===== config.mk =====
export PLATFORM = sky130hd
export DESIGN_NAME = rtc_subsec_wtrack
export DESIGN_NICKNAME = d
export VERILOG_FILES = /design/src/rtl/rtc_wt_pkg.sv /design/src/rtl/rtc_wt_tracker.sv /design/src/rtl/rtc_wt_core.sv /design/src/rtl/rtc_subsec_wtrack.sv
export SDC_FILE = /design/constraint.sdc
export NUM_CORES = 1
export LEC_CHECK = 0
export ABC_AREA = 1
export BUFFER_PORTS_ARGS = -buffer_cell sky130_fd_sc_hd__buf_2
export CAP_MARGIN = 20
export CORE_MARGIN = 1.5
export CORE_UTILIZATION = 45
export DETAILED_ROUTE_END_ITERATION = 12
export PLACE_DENSITY = 0.72
export SLEW_MARGIN = 25
export SYNTH_ARGS = -nofsm -noshare
export SYNTH_HDL_FRONTEND = slang
export SYNTH_SLANG_ARGS = --single-unit

===== constraint.sdc =====
create_clock -name clk -period 3.6 [get_ports clk]
set_input_delay 0.72 -clock clk [delete_from_list [all_inputs] [get_ports clk]]
set_output_delay 0.72 -clock clk [all_outputs]
set_load 0.02 [all_outputs]

===== src/rtl/rtc_wt_pkg.sv =====
// Shared constants and types for the sub-second counter with delayed writes.
// Assumes the register index is the byte address divided by four.
package rtc_wt_pkg;

    localparam int NCH = 7;          // number of pending-write slots

    // Pending-write slot numbers; slot n drives status busy bit 4+n.
    localparam int CH_SUB  = 0;
    localparam int CH_SEC  = 1;
    localparam int CH_SALM = 2;
    localparam int CH_CALM = 3;
    localparam int CH_CTRL = 4;
    localparam int CH_SCLR = 5;
    localparam int CH_CCLR = 6;

    // Register indices (byte address bits [4:2]).
    localparam logic [2:0] IDX_SUB  = 3'd0;
    localparam logic [2:0] IDX_SEC  = 3'd1;
    localparam logic [2:0] IDX_SALM = 3'd2;
    localparam logic [2:0] IDX_CALM = 3'd3;
    localparam logic [2:0] IDX_CTRL = 3'd4;
    localparam logic [2:0] IDX_STAT = 3'd5;
    localparam logic [2:0] IDX_ICLR = 3'd6;

    // Control register, bit 0 is the LSB (last member).
    typedef struct packed {
        logic sec_ie;   // bit 3
        logic sub_ie;   // bit 2
        logic sec_en;   // bit 1
        logic sub_en;   // bit 0
    } ctrl_t;

endpackage


===== src/rtl/rtc_wt_tracker.sv =====
// Pending-write tracker: one slot per writable target. A launch into an idle
// slot captures the data and counts LAT ticks; on the last tick the slot
// pulses done and frees. A launch into a busy slot is dropped and sets a
// sticky error, cleared by err_clr. Assumes LAT >= 1 and at most one launch
// collision source per cycle.
module rtc_wt_tracker #(
    parameter int NCH = 7,
    parameter int DW  = 32,
    parameter int LAT = 3
) (
    input  logic                     clk,
    input  logic                     rst_n,
    input  logic                     tick,
    input  logic [NCH-1:0]           launch,
    input  logic [DW-1:0]            wdata,
    input  logic                     err_clr,
    output logic [NCH-1:0]           busy,
    output logic [NCH-1:0]           done,
    output logic [NCH-1:0][DW-1:0]   hold,
    output logic                     err
);
    localparam int CW = $clog2(LAT + 1);

    generate
        for (genvar i = 0; i < NCH; i++) begin : g_slot
            logic [CW-1:0] cnt;

            // Completion strobe on the last tick of the latency window.
            assign done[i] = busy[i] & tick & (cnt == CW'(1));

            // Slot state: capture on idle launch, count down on ticks.
            always_ff @(posedge clk) begin
                if (!rst_n) begin
                    busy[i] <= 1'b0;
                    cnt     <= '0;
                    hold[i] <= '0;
                end else if (launch[i] && !busy[i]) begin
                    busy[i] <= 1'b1;
                    cnt     <= CW'(LAT);
                    hold[i] <= wdata;
                end else if (busy[i] && tick) begin
                    if (cnt == CW'(1)) begin
                        busy[i] <= 1'b0;
                    end
                    cnt <= cnt - CW'(1);
                end
            end

            // a colliding launch neither frees the slot early nor alters its data.
            p_collide_keep_r4: assert property (@(posedge clk) disable iff (!rst_n)
                (launch[i] && busy[i] && !done[i]) |=> (busy[i] && hold[i] == $past(hold[i])));

            // a completed slot reads idle in the following cycle.
            p_done_frees_r2: assert property (@(posedge clk) disable iff (!rst_n)
                done[i] |=> !busy[i]);
        end
    endgenerate

    // Sticky error: set on a collision, cleared by a status write.
    always_ff @(posedge clk) begin
        if (!rst_n) begin
            err <= 1'b0;
        end else if (err_clr) begin
            err <= 1'b0;
        end else if (|(launch & busy)) begin
            err <= 1'b1;
        end
    end

    // a collision raises the error flag.
    p_err_set_r4: assert property (@(posedge clk) disable iff (!rst_n)
        (|(launch & busy) && !err_clr) |=> err);

    // a status write clears the error flag.
    p_err_clr_r5: assert property (@(posedge clk) disable iff (!rst_n)
        err_clr |=> !err);

endmodule


===== src/rtl/rtc_wt_core.sv =====
// Time-keeping core: fractional and seconds counters, alarms, control and
// interrupt status. Completed writes from the tracker override counting in
// the same tick. Status sets win over a clear completing in the same tick.
// Assumes DW >= SEC_W, DW >= SUB_W and SUB_MOD <= 2**SUB_W.
module rtc_wt_core
    import rtc_wt_pkg::*;
#(
    parameter int DW      = 32,
    parameter int SUB_W   = 15,
    parameter int SEC_W   = 32,
    parameter int SUB_MOD = 32768
) (
    input  logic                   clk,
    input  logic                   rst_n,
    input  logic                   tick,
    input  logic [NCH-1:0]         done,
    input  logic [NCH-1:0][DW-1:0] hold,
    output logic [SUB_W-1:0]       sub_cnt,
    output logic [SEC_W-1:0]       sec_cnt,
    output logic [SUB_W-1:0]       sub_alm,
    output logic [SEC_W-1:0]       sec_alm,
    output ctrl_t                  ctrl,
    output logic [1:0]             st
);
    localparam logic [SUB_W-1:0] SUB_LAST = SUB_W'(SUB_MOD - 1);

    logic             sub_inc, sub_wrap, sec_inc, sub_hit, sec_hit;
    logic [SUB_W-1:0] sub_nx;
    logic [SEC_W-1:0] sec_nx;

    // Advance decisions and next values for this tick.
    always_comb begin
        sub_wrap = (sub_cnt == SUB_LAST);
        sub_inc  = tick & ctrl.sub_en;
        sub_nx   = sub_wrap ? '0 : sub_cnt + SUB_W'(1);
        sec_inc  = sub_inc & sub_wrap & ctrl.sec_en;
        sec_nx   = sec_cnt + SEC_W'(1);
        sub_hit  = sub_inc & ~done[CH_SUB] & (sub_nx == sub_alm);
        sec_hit  = sec_inc & ~done[CH_SEC] & (sec_nx == sec_alm);
    end

    // Counters: a landing write wins over counting.
    always_ff @(posedge clk) begin
        if (!rst_n) begin
            sub_cnt <= '0;
            sec_cnt <= '0;
        end else begin
            if (done[CH_SUB])      sub_cnt <= hold[CH_SUB][SUB_W-1:0];
            else if (sub_inc)      sub_cnt <= sub_nx;
            if (done[CH_SEC])      sec_cnt <= hold[CH_SEC][SEC_W-1:0];
            else if (sec_inc)      sec_cnt <= sec_nx;
        end
    end

    // Alarm and control registers load when their pending write lands.
    always_ff @(posedge clk) begin
        if (!rst_n) begin
            sub_alm <= '0;
            sec_alm <= '0;
            ctrl    <= '0;
        end else begin
            if (done[CH_SALM]) sub_alm <= hold[CH_SALM][SUB_W-1:0];
            if (done[CH_CALM]) sec_alm <= hold[CH_CALM][SEC_W-1:0];
            if (done[CH_CTRL]) ctrl    <= ctrl_t'(hold[CH_CTRL][3:0]);
        end
    end

    // Sticky alarm status with delayed clears.
    always_ff @(posedge clk) begin
        if (!rst_n) begin
            st <= 2'b00;
        end else begin
            if (sub_hit)             st[0] <= 1'b1;
            else if (done[CH_SCLR])  st[0] <= 1'b0;
            if (sec_hit)             st[1] <= 1'b1;
            else if (done[CH_CCLR])  st[1] <= 1'b0;
        end
    end

    // the fractional counter wraps to zero after its last value.
    p_sub_wrap_r6: assert property (@(posedge clk) disable iff (!rst_n)
        (sub_inc && sub_wrap && !done[CH_SUB]) |=> (sub_cnt == '0));

    // the wrap carries one into the seconds counter when enabled.
    p_carry_r6: assert property (@(posedge clk) disable iff (!rst_n)
        (sub_inc && sub_wrap && ctrl.sec_en && !done[CH_SEC])
        |=> (sec_cnt == $past(sec_cnt) + SEC_W'(1)));

    // a disabled fractional counter keeps its value.
    p_sub_hold_r7: assert property (@(posedge clk) disable iff (!rst_n)
        (!ctrl.sub_en && !done[CH_SUB]) |=> $stable(sub_cnt));

    // reaching the fractional alarm raises status bit 0.
    p_sub_alarm_r8: assert property (@(posedge clk) disable iff (!rst_n)
        sub_hit |=> st[0]);

    // a landed clear drops the status bit unless a hit coincides.
    p_sub_clear_r10: assert property (@(posedge clk) disable iff (!rst_n)
        (done[CH_SCLR] && !sub_hit) |=> !st[0]);

endmodule


===== src/rtl/rtc_subsec_wtrack.sv =====
// Top level: decodes the register port into pending-write launches, muxes
// read data and gates the interrupt outputs. Reads are combinational and
// side-effect free. Assumes DW >= 11 so the status word fits.
module rtc_subsec_wtrack
    import rtc_wt_pkg::*;
#(
    parameter int DW      = 32,
    parameter int SUB_W   = 15,
    parameter int SEC_W   = 32,
    parameter int SUB_MOD = 32768,
    parameter int LAT     = 3
) (
    input  logic          clk,
    input  logic          rst_n,
    input  logic          tick,
    input  logic          wr_en,
    input  logic [4:0]    addr,
    input  logic [DW-1:0] wdata,
    output logic [DW-1:0] rdata,
    output logic          irq_sub,
    output logic          irq_sec
);
    logic [2:0]             idx;
    logic [NCH-1:0]         launch, busy, done;
    logic [NCH-1:0][DW-1:0] hold;
    logic                   err, err_clr;
    logic [SUB_W-1:0]       sub_cnt, sub_alm;
    logic [SEC_W-1:0]       sec_cnt, sec_alm;
    ctrl_t                  ctrl;
    logic [1:0]             st;

    assign idx = addr[4:2];

    // Write decode: one launch per targeted slot, clears only for set bits.
    always_comb begin
        launch          = '0;
        launch[CH_SUB]  = wr_en && (idx == IDX_SUB);
        launch[CH_SEC]  = wr_en && (idx == IDX_SEC);
        launch[CH_SALM] = wr_en && (idx == IDX_SALM);
        launch[CH_CALM] = wr_en && (idx == IDX_CALM);
        launch[CH_CTRL] = wr_en && (idx == IDX_CTRL);
        launch[CH_SCLR] = wr_en && (idx == IDX_ICLR) && wdata[0];
        launch[CH_CCLR] = wr_en && (idx == IDX_ICLR) && wdata[1];
        err_clr         = wr_en && (idx == IDX_STAT);
    end

    rtc_wt_tracker #(.NCH(NCH), .DW(DW), .LAT(LAT)) u_track (
        .clk     (clk),
        .rst_n   (rst_n),
        .tick    (tick),
        .launch  (launch),
        .wdata   (wdata),
        .err_clr (err_clr),
        .busy    (busy),
        .done    (done),
        .hold    (hold),
        .err     (err)
    );

    rtc_wt_core #(.DW(DW), .SUB_W(SUB_W), .SEC_W(SEC_W), .SUB_MOD(SUB_MOD)) u_core (
        .clk     (clk),
        .rst_n   (rst_n),
        .tick    (tick),
        .done    (done),
        .hold    (hold),
        .sub_cnt (sub_cnt),
        .sec_cnt (sec_cnt),
        .sub_alm (sub_alm),
        .sec_alm (sec_alm),
        .ctrl    (ctrl),
        .st      (st)
    );

    // Read mux; the clear register and unused index read zero.
    always_comb begin
        unique case (idx)
            IDX_SUB:  rdata = DW'(sub_cnt);
            IDX_SEC:  rdata = DW'(sec_cnt);
            IDX_SALM: rdata = DW'(sub_alm);
            IDX_CALM: rdata = DW'(sec_alm);
            IDX_CTRL: rdata = DW'(ctrl);
            IDX_STAT: rdata = DW'({busy, |busy, err, st});
            default:  rdata = '0;
        endcase
    end

    // Interrupt outputs gated by their enables.
    assign irq_sub = st[0] & ctrl.sub_ie;
    assign irq_sec = st[1] & ctrl.sec_ie;

    // a write into an idle slot shows as busy in the next cycle.
    p_launch_busy_r2: assert property (@(posedge clk) disable iff (!rst_n)
        (wr_en && idx == IDX_SUB && !busy[CH_SUB]) |=> busy[CH_SUB]);

    // a clear write with data bit 0 low starts no fractional clear.
    p_noclr_idle_r10: assert property (@(posedge clk) disable iff (!rst_n)
        (wr_en && idx == IDX_ICLR && !wdata[0] && !busy[CH_SCLR]) |=> !busy[CH_SCLR]);

endmodule


# Yosys cells after proc, flatten, opt, wreduce, memory -nomap -nowiden
# Index checks and enable logic that the tools add are counted.
[op_classes]
n_addsub = 9
eq_ne = 16
n_mux = 45
n_bitwise = 27
reduce_logical = 59
[ops]
columns = ["op", "count"]
rows = [
  ["32-bit one-hot mux with 6 select lines", 1],
  ["32-bit 2-to-1 mux", 2],
  ["15-bit 2-to-1 mux", 3],
  ["2-bit nonzero test", 18],
  ["32-bit by 1-bit adder with 32-bit output (second input constant)", 1],
  ["32-bit == test", 1],
  ["2-bit 2-to-1 mux", 14],
  ["1-bit 2-to-1 mux", 25],
  ["1-bit bitwise AND", 23],
  ["1-bit logical AND", 23],
  ["15-bit by 1-bit adder with 15-bit output (second input constant)", 1],
  ["15-bit == test", 1],
  ["15-bit == test (second input constant)", 1],
  ["2-bit by 1-bit == test with 1-bit output (second input constant)", 7],
  ["2-bit AND reduction", 7],
  ["7-bit OR reduction", 2],
  ["2-bit by 1-bit subtractor with 2-bit output (second input constant)", 7],
  ["3-bit == test (second input constant)", 3],
  ["7-bit bitwise AND", 1],
  ["1-bit zero test", 7],
  ["3-bit by 2-bit == test with 1-bit output (second input constant)", 2],
  ["3-bit by 1-bit == test with 1-bit output (second input constant)", 1],
  ["3-bit zero test", 1],
  ["1-bit NOT", 3],
  ["2-bit OR reduction", 1],
]
[totals]
register_bits = 220
in_bits = 41
output_inout_bits = 34
wordCells = 186

# Logic depth before layout (Yosys ltp)
[logic_depth]
ltp_word = 6
depth_mapped = 15
ltp_nobuf = 15

# Modules after synthesis
# A second synthesis with hierarchy kept.
[unflattened]
cells_unflattened = 2386
area_unflattened_um2 = 16046.6
[by_module_without_submodules]
columns = ["mod", "instances", "cells_each", "area_each_um2", "seq_area_each_um2"]
rows = [
  ["rtc_wt_tracker", 1, 1144, 8962.3, 4924.7],
  ["rtc_wt_core", 1, 1000, 6039.5, 2001.9],
  ["rtc_subsec_wtrack", 1, 242, 1044.8, 0.0],
]

# Worst setup path after synthesis
# Ideal clock, no wire load.
[synth_path]
kind = "input to output"
start = "input port addr[2]"
end = "output port rdata[21]"
arrival_time_ps = 1987
required_time_ps = 2880
slack_ps = 893
cell_stages = 6
n_path_buf = 2
cell_sequence = "inv_1 nor3_1 inv_1 clkbuf_1 buf_1 o22ai_1"
[synth_via]
elab_chain_cells = 2
word_cells_on_any_way = 7
classes_between = "eq/ne (5); mux (1); reduce/logical (1)"
[synth_lines]
columns = ["item", "line_no", "source"]
rows = [
  ["start, declared", "rtc_subsec_wtrack.sv:17", "input logic [4:0] addr,"],
  ["3-bit == test (tied with other cells)", "rtc_subsec_wtrack.sv:76", "unique case (idx)"],
  ["32-bit one-hot mux with 6 select lines *", "rtc_subsec_wtrack.sv:76", ""],
  ["end, declared", "rtc_subsec_wtrack.sv:19", "output logic [DW-1:0] rdata,"],
]
# Mark *: on every way between the ends. The rest lies on a longest branch, timed or not.

# Final worst setup path
[layout_path]
start = "input port addr[2]"
end = "output port rdata[5]"
# Same word-level chain as after synthesis.

==> metrics.cfg <==
[placed_design]
portBuffers=72
gp_congestion=0.9452
hpwl_um=26370
dp_slack_ns=0.5796

[critical_path]
r2r-start=u_core.sub_cnt[1]
timing.rr.end=u_core.sec_cnt[27]
reg2reg_slack_ns=0.76
critical_path_required_ns=2.88
critical_path.max_fanout=27
worst-setup-path-type=input pin to output pin
ff2ff_path_depth=10
endpoint_kind=output pin
worstPathArrival_ns=2.34
worstSetupStartpointType=input pin

[routing]
antenna_left=0
wire_per_inst_um=17.75
vias_per_cell=5.554
vias=11430
drt_pass1_iterations=5
drc=0
routed_wl_um=36520
drt_iter0_markers=1023

[timing]
setup_viol=0
relSlewSlack_pct=47.78
worst_slew_pin_slew_ns=0.7822
period_share_pct=85.13
max_freq_mhz=326.3
hold_viol_final=0
finalClockSkew_ns=0.01184
rsz0062_at_grt=no
final_max_slew_viol_count=0
fin_setup_tns_ns=0
timing.final.ws_setup_ns=0.5355
min_period_ns=3.065

[synthesis]
synth_seq_cells=220
yosysSeqAreaShare_pct=39.59
synth_top_family_by_area=simple AND/OR/NAND/NOR gates
synth_edf_count=0
synth_area_leader_cell=dfxtp_1
synth_compound_area_share_pct=21.07
post_synth.cell_area_avg_um2=6.669
yosys_warnings=0
synth_xor_area_share_pct=1.383
synthSimpleGateAreaFrac_pct=26.21
synthDominantCellAreaShare_pct=39.59
synthTopCellsByArea=dfxtp_1 40%, nand2_1 12%, o21ai_0 7.7%
synthesis.area_um2=11120
synth-main-ff-cell=dfxtp_1
synthArstFlopShare_pct=0
syn_nets=1718
synthAdderAreaFrac_pct=1.012
ys_types=38
synth_mux_area_share_pct=0
syn_inst=1668

[final_layout]
final_common_cell=nand2_1
fillers=2453
antenna_cells=0
multi_input_area_um2=5542
ff_latch_area_um2=4404
area.growth.synth_to_final_pct=13.63
layout_common_cells=350 x nand2_1, 228 x inv_1, 220 x dfxtp_1, 171 x o21ai_0, 163 x nor2_1
finalNetCount=1766
drive_above_1_share_pct=10.15

[min_path]
hp-class=input pin to flip-flop
whs_endpoint=u_track.hold[117]
whs_path_depth=3
min-delay-start=wdata[21]

[cts]
clock_latency_ns=0.54
cts_resized=0
cts-buffers-inserted=26
cts-root-buf=clkbuf_16
cts_setup_buffers=0
path_clk_slew_ns=0.06
ctsHoldBuffers=0
clock-sinks=220
cts_buffer_depth=3
cts_tree=built
h-tree-depth=1

[power]
vdd_drop_max_mv=0.3507
p_leak_nw=4.963
cellPowerDensity_nw_per_um2=429.1

[global_route]
grt_pass1_vias=10430
globalRouteOverflowTotal=0
antenna_found_initial=0
grt_start_max_net_pins=71
grt_usage_pct=28.29
grt_pass1_wl_um=57920

[floorplanning]
rows=57
pin_count=75
fp.dieW_um=160.2
die_h_um=160.2
core_um2=24320
die_area_um2=25670
initial_core_util_pct=45.74

[job]
maxCapViolCount=0

[run_status]
status=complete, no violations

state kept, by name, summed over array words and instances, names as in the netlist:
signal,count
u_core.ctrl,4
u_core.sec_cnt,32
u_core.sub_alm,15
u_track.err,1
u_core.sub_cnt,15
u_core.sec_alm,32
u_track.busy,7
u_track.g_slot.cnt,14
u_track.hold,98
u_core.st,2
metrics by stage:
stage                     area (um^2)  power, mW  instances  util (%)  hold WS (ns)
after floorplan                 11120      2.713       1668         -        0.4205
after global placement          11780      2.816       2012     48.44        0.4274
after detailed placement        11780      2.824       2012     48.44        0.4321
after CTS                       12640      5.450       2058     51.98        0.4190
after global routing            12640      5.594       2058     51.98        0.4293
final                           12640      5.424       2058     51.98        0.4224
final cells by class:
class | count | area share (%)
well taps | 324 | 3.207
repair buffers | 93 | 4.217
multi-input cells | 1136 | 43.84
flip-flops and latches | 220 | 34.84
clock buffers | 38 | 6.067
inverters | 239 | 7.097
clock inverters | 8 | 0.7325
layer usage:
metal / wire (um) / track usage, %
met5: 0 / 0
met1: 16590 / 40.96
met4: 1093 / 9.006
met3: 3066 / 3.974
met2: 15770 / 43.24
cells by family after synthesis:
group | count (synthesis)
AOI/OAI and AO/OA | 429
xor gates and xnor gates | 16
adders and majority gates | 9
buffers and inverters | 312
DFF | 220
and+or+nand+nor | 682
synthesized netlist by cell type, types with 3 or more instances:
cell type,instances
nor2_4,8
xor2_1,13
nor2_2,3
dfxtp_1,220
inv_1,228
o21ai_0,171
a221oi_1,5
buf_2,4
a31oi_1,36
nand3_1,116
nor2_1,163
ha_1,9
a22oi_1,9
nand3_2,4
o22ai_1,39
nor3_1,8
inv_2,9
o221ai_1,14
a21oi_1,153
nand2_2,9
nand2_1,350
nand4_1,11
clkbuf_1,61
buf_1,5
critical path: stages:
cell and delay (ns):
buf_2 0.11, inv_1 0.10, nor3_1 0.05, buf_4 0.15
inv_1 0.11, buf_4 0.37, o22ai_1 0.11, a21oi_1 0.15
o221ai_1 0.22, buf_2 0.24
worst max path at each step:
stage | from | cells past startpoint | endpoint
after detailed placement | addr[2] | 10 | rdata[5]
after global routing | addr[2] | 10 | rdata[5]
after global placement | addr[2] | 10 | rdata[10]
final | addr[2] | 10 | rdata[5]
after CTS | addr[2] | 10 | rdata[5]
after floorplan | addr[2] | 6 | rdata[21]
report_power, final:
group | internal (mW) | leakage, nW | switching [mW] | total, mW
logic | 0.0763 | 2.76 | 0.185 | 0.262
registers | 2.49 | 1.78 | 0.0273 | 2.51
clock network | 1.61 | 0.424 | 1.04 | 2.65
total | 4.17 | 4.96 | 1.25 | 5.42
Note: power is estimated with default switching activity, not from simulation.
